**src/rtl/diag_sel_pkg.sv**
```systemverilog
// Package: mode codes and sizes shared by the diagnostic selector.
// Assumes a 4-bit mode field with the battery codes in one ascending run.
package diag_sel_pkg;
    localparam int MODE_W = 4;
    localparam int N_BATT = 4;

    localparam logic [MODE_W-1:0] MODE_REGRDY = 4'b0001;
    localparam logic [MODE_W-1:0] MODE_LOCK   = 4'b0011;
    localparam logic [MODE_W-1:0] MODE_REFP   = 4'b0100;
    localparam logic [MODE_W-1:0] MODE_HALF   = 4'b0101;
    localparam logic [MODE_W-1:0] MODE_BATT0  = 4'b1010;
endpackage

```
**src/rtl/diag_mode_reg.sv**
```systemverilog
// Mode register: holds the selector code and loads only on a write strobe.
// Assumes mode_wr and mode_in are synchronous to clk. Reset gives RST_CODE.
module diag_mode_reg #(
    parameter int W = 4,
    parameter logic [W-1:0] RST_CODE = '0
) (
    input  logic         clk,
    input  logic         rst_n,
    input  logic         wr,
    input  logic [W-1:0] din,
    output logic [W-1:0] q
);
    // Load on the strobe, otherwise hold.
    always_ff @(posedge clk) begin
        if (!rst_n)  q <= RST_CODE;
        else if (wr) q <= din;
    end
endmodule

```
**src/rtl/diag_half_rate.sv**
```systemverilog
// Half-rate divider: a toggle flip-flop that inverts on each reference pulse.
// Assumes the pulse is one clock wide per period and synchronous to clk.
module diag_half_rate (
    input  logic clk,
    input  logic rst_n,
    input  logic pulse,
    output logic q
);
    // Invert on every pulse; cleared by reset.
    always_ff @(posedge clk) begin
        if (!rst_n)     q <= 1'b0;
        else if (pulse) q <= ~q;
    end
endmodule

```
**src/rtl/diag_out_mux.sv**
```systemverilog
// Output mux: decodes the mode code and registers the chosen source.
// Unassigned codes give a low output. The battery codes run upward from
// MODE_BATT0, one per comparator.
module diag_out_mux
    import diag_sel_pkg::*;
#(
    parameter int W  = MODE_W,
    parameter int NB = N_BATT
) (
    input  logic          clk,
    input  logic          rst_n,
    input  logic [W-1:0]  mode,
    input  logic          reg_ready,
    input  logic          lock_det,
    input  logic          ref_pulse,
    input  logic          half_q,
    input  logic [NB-1:0] batt_cmp,
    output logic          out_q
);
    logic sel_d;

    // Decode the code into the selected source level.
    always_comb begin
        sel_d = 1'b0;
        case (mode)
            MODE_REGRDY: sel_d = reg_ready;
            MODE_LOCK:   sel_d = lock_det;
            MODE_REFP:   sel_d = ref_pulse;
            MODE_HALF:   sel_d = half_q;
            default: begin
                for (int i = 0; i < NB; i++) begin
                    if (mode == W'(int'(MODE_BATT0) + i)) sel_d = batt_cmp[i];
                end
            end
        endcase
    end

    // Register the selection so the pin cannot glitch on a mode change.
    always_ff @(posedge clk) begin
        if (!rst_n) out_q <= 1'b0;
        else        out_q <= sel_d;
    end
endmodule

```
**src/rtl/diag_selector.sv**
```systemverilog
// Top: diagnostic output selector. Holds the mode register, the half-rate
// toggle and the registered output mux. All inputs are assumed synchronous
// to clk. Reset is synchronous and active low.
module diag_selector
    import diag_sel_pkg::*;
(
    input  logic              clk,
    input  logic              rst_n,
    input  logic              mode_wr,
    input  logic [MODE_W-1:0] mode_in,
    input  logic              reg_ready,
    input  logic              lock_det,
    input  logic              ref_pulse,
    input  logic [N_BATT-1:0] batt_cmp,
    output logic              diag_out
);
    logic [MODE_W-1:0] mode_q;
    logic              half_q;

    diag_mode_reg #(.W(MODE_W), .RST_CODE(MODE_REGRDY)) u_mode (
        .clk(clk), .rst_n(rst_n), .wr(mode_wr), .din(mode_in), .q(mode_q)
    );

    diag_half_rate u_half (
        .clk(clk), .rst_n(rst_n), .pulse(ref_pulse), .q(half_q)
    );

    diag_out_mux #(.W(MODE_W), .NB(N_BATT)) u_mux (
        .clk(clk), .rst_n(rst_n), .mode(mode_q), .reg_ready(reg_ready),
        .lock_det(lock_det), .ref_pulse(ref_pulse), .half_q(half_q),
        .batt_cmp(batt_cmp), .out_q(diag_out)
    );
endmodule

```
**config.mk**
```make
export PLATFORM = sky130hd
export DESIGN_NAME = diag_selector
export DESIGN_NICKNAME = d
export VERILOG_FILES = /design/src/rtl/diag_sel_pkg.sv /design/src/rtl/diag_mode_reg.sv /design/src/rtl/diag_half_rate.sv /design/src/rtl/diag_out_mux.sv /design/src/rtl/diag_selector.sv
export SDC_FILE = /design/constraint.sdc
export NUM_CORES = 1
export LEC_CHECK = 0
export BUFFER_PORTS_ARGS = -buffer_cell sky130_fd_sc_hd__buf_4
export CAP_MARGIN = 20
export CORE_AREA = 2 2 39 41
export DETAILED_ROUTE_END_ITERATION = 10
export DIE_AREA = 0 0 41 43
export GPL_TIMING_DRIVEN = 0
export PLACE_DENSITY = 0.49
export SLEW_MARGIN = 0
export SYNTH_ARGS = -nofsm -noshare
export SYNTH_HDL_FRONTEND = slang
export SYNTH_HIERARCHICAL = 1
export SYNTH_SLANG_ARGS = --single-unit
```
**constraint.sdc**
```tcl
create_clock -name clk -period 1.34 [get_ports clk]
set_input_delay 0.268 -clock clk [delete_from_list [all_inputs] [get_ports clk]]
set_output_delay 0.268 -clock clk [all_outputs]
set_load 0.03 [all_outputs]
```
After elaboration in Yosys (flattened, before gate mapping). Index checks and enable logic that the tools add are counted.

Output and inout port bits: 1. Logic and storage cells: 17. Bits of input ports: 14. Bits in registers: 6.

Multiplexer cells: 5. Eq/ne operators: 8. Bitwise logic cells: 1.

Operator list (count): 4-bit equality test (second input constant) (4); 4-bit by 3-bit equality test with 1-bit output (second input constant) (2); 4-bit by 1-bit equality test with 1-bit output (second input constant) (1); 4-bit by 2-bit equality test with 1-bit output (second input constant) (1); 1-bit two-way mux (4); 1-bit case mux with 4 select lines (1); 1-bit inverter (1).

Longest topological paths before layout.
Word-level depth: 6. Gate-level depth with buffers: 4. Gate-level depth less buffers: 4.

By module. The synthesis kept the hierarchy.

Modules (own cells, without submodules): diag_mode_reg (seq. area each 80.1 um2, times used 1, cells each 13, area each 147.6 um2); diag_out_mux (seq. area each 20.0 um2, times used 1, cells each 15, area each 112.6 um2); diag_half_rate (seq. area each 20.0 um2, times used 1, cells each 3, area each 35.0 um2).

Worst setup path before layout. No wires, ideal clock.

Kind: flip-flop to flip-flop. Start: reg u_mode.q[0]. End: reg u_mux.out_q. Path slack: 0.309 ns. Cell stages (with the launch flop): 4. Arrival: 0.951 ns. Library setup time: 0.079 ns. Buffers on the path: 0. Clock period less this slack: 1.031 ns. Path through: dfxtp_1 -> mux2i_1 -> a211o_1 -> a211oi_2.

Cells in the longest elaborated chain, start to end: 6. Elaborated cells between the ends (all ways): 13.

RTL lines: start, declared (line diag_mode_reg.sv:11) `output logic [W-1:0] q`; start signal, assigned (line diag_mode_reg.sv:16) `else if (wr) q <= din;`; 4-bit equality test (line diag_out_mux.sv:32) `if (mode == W'(int'(MODE_BATT0) + i)) sel_d = batt_cmp[i];`; 1-bit two-way mux (4 in a row) (line diag_out_mux.sv:32); 1-bit case mux with 4 select lines (*) (line diag_out_mux.sv:25) `case (mode)`; end signal, assigned (line diag_out_mux.sv:41) `else out_q <= sel_d;`; end, declared (line diag_out_mux.sv:18) `output logic out_q`.

Mark *: on every way between the ends. The rest lies on a longest branch, timed or not. A chain may end at the register's enable or synchronous reset.

Final worst setup path. Ends and elaborated chain as after synthesis.

==> impl_results.md <==
- Worst path arrival time: 1300 ps
- Area leader, netlist: dfxtp_1
- Clock Power Share: 36.2%
- Synth top area cells: dfxtp_1 41%, mux2i_1 17%, nor2b_1 6.4%
- CP endpoint kind: register
- Synth warn: 6
- Cell Chain, Critical Path: mux2i_1, a211o_1, a211oi_2
- Worst Path Buf+Inv: 0
- Final Util: 31.46%
- Cell Pwr Density: 1058 mW/mm^2
- Lkg Pwr: 0.2084 nW
- Number of antenna violations at the first check in global routing: 0
- First-pass GRT wire length: 1028 um
- Clock Tree Buf Depth: 2
- Sequential share of power: 44.8%
- Post-cts resize count: 0
- Layout area overhead: 47.46%
- Switch share: 24.43%
- Chip height: 43 um
- Sinks on Clock Net: 6
- Multi-input logic area: 166.4 sq um
- Full die area: 0.001763 sq mm
- Antenna Violating Nets Remaining: 0
- Clock transition at the registers of the reported paths: 50 ps
- Site Rows: 14
- Number of global-route vias before repair: 243
- Setup TNS: 0 ps
- Drt initial violations: 2
- Pin count of the biggest net entering global routing: 8
- GRT overflow: 0
- Actual slew at the worst max-slew pin: 252.9 ps
- Layout Nets: 63
- Unrepaired setup endpoints after global routing: false
- Post-Syn Area: 295.3 sq um
- Routability cong.: 0.6230
- # DRC: 0
- Combinational Power Share: 19.0%
- Critical path's top delay family: compound AO/OA/AOI/OAI gates
- Hold bufs inserted after CTS: 0
- Via count: 262
- Port Buf Inserts: 13
- DRT Wirelength: 655 um
- Synth unique cells: 16
- Period utilization: 84.57%
- Hold Fails Final Rpt: 0
- Core area: 0.001384 sq mm
- Max_cap viols: 0
- Hold crit path type: input pin to register
- FF-to-FF path depth: 3
- Syn Area/Cell: 9.525 sq um
- Setup CP Type: register to register
- Number of setup violations in the final report: 0
- GRT Overall Usage: 9.347%
- Startpoint types: register
- Layout cells sized above 1: 40.43%
- Register area: 120.1 sq um
- I/O pins: 15
- Run status: completed
- Vias per cell: 4.159
- Setup Fix Bufs, Post-CTS: 0
- Fin. max-slew vios: 0
- Skew-Pair Late Insertion Delay: 240 ps
- Max VDD drop: 0.0004521 V
- Die span in x: 41 um
- CP max-delay cell: dfxtp_1
- Net switching power: 0.1125 mW
- Peak fanout along the critical path: 7
- Crit path time final: 1133 ps
- HPWL after DPL: 485.9 um
- TritonCTS clock tree: done
- TritonRoute pass-1 iters: 3
- Total CTS buffers: 3
- CTS root buf: clkbuf_4
- Instance count on the critical path: 3
- Crit-path max cell delay: 440 ps
- Req. time, crit path: 1510 ps
- Yosys reg bits: 6
- WL/cell: 10.40 um
- Post-Syn Nets: 45
- Worst hold path cell count: 2
- Post-synthesis sequential area ratio: 40.68%
- Fill cell count: 156
- Max H-tree Level: 1
- F_max: 0.8825 GHz
- Top cell type's share of synthesized area: 40.68%
- Post-Synthesis Cells: 31
- Internal Power: 0.3480 mW
- Worst clock skew: 0.7683 ps
- Initial Util: 21.34%
- Slew HR: 83.04%
- Ant. Diodes: 0
## metrics by stage
step	hold WS (ps)	area, sq um	worst slack [ps]	power [mW]	cells
2_1_floorplan	329.9	295.3	309.3	0.2558	31
3_3_place_gp	480.5	412.9	202.7	0.2977	60
3_5_place_dp	473.5	412.9	216.9	0.2981	60
4_1_cts	228.3	435.4	205.1	0.4710	63
5_1_grt	227.1	435.4	154.9	0.4938	63
6_report	227.6	435.4	206.8	0.4605	63
## worst paths after layout
path / slack [ps] / from / to
worst max-delay path: 210 / u_mode/q[0] / u_mux/out_q
worst min-delay path: 230 / rst_n / u_mode/q[0]
worst max register to register: 210 / u_mode/q[0] / u_mux/out_q
worst min register to register: 480 / u_mode/q[2] / u_mux/out_q
## layout make-up
| class | count | share of cell area, % |
|---|---|---|
| multi-input cells | 23 | 38.22 |
| flip-flops and latches | 6 | 27.59 |
| repair buffers | 13 | 22.41 |
| clock buffers | 3 | 5.172 |
| well taps | 16 | 4.598 |
| plain buffers | 1 | 1.149 |
| inverters | 1 | 0.8621 |
## synth_stat cells (all sizes together)
cell type  instances
nor2b              3
inv                1
nand2              3
o21ai              2
xor2               1
clkbuf             1
a211oi             2
nor2               2
dfxtp              6
nor3b              2
and2               1
mux2i              5
a21oi              1
a211o              1
## flip-flops by register name (all words and copies together) (netlist names)
signal,count
u_half/q,1
u_mode/q,4
u_mux/out_q,1
## cell usage in the layout, fill, tap and decap left out, drive strengths merged
master and instances:
o21ai 2, buf 13, a211oi 2, nor2b 3, clkbuf 4, mux2i 5
nor3b 2, dfxtp 6, nor2 2, a211o 1, a21oi 1, xor2 1
and2 1, nand2 3, inv 1
## layer usage
layer	vias up	GRT usage (%)	wire (um)
li1	140	-	-
met3	2	3.141	56
met2	11	10.31	279
met5	-	0	0
met1	109	12.58	314
met4	0	10.00	4
## cell families (layout without fill, tap and decap cells)
group	count (synthesis)	after routing	synth area share (%)
mux	5	5	16.95
flops	6	6	40.68
compound gates	6	6	14.83
simple gates	11	11	21.61
xor+xnor	1	1	2.967
buf+inv	2	18	2.963
## power by group through the flow
stage	logic (mW)	registers, mW	clock network (mW)
finish	0.0873	0.206	0.167
global route	0.0963	0.208	0.189
CTS	0.0887	0.206	0.176
detailed placement	0.0884	0.210	0
global placement	0.0880	0.210	0
floorplan	0.0430	0.213	0
(Power assumes the default switching activity.)
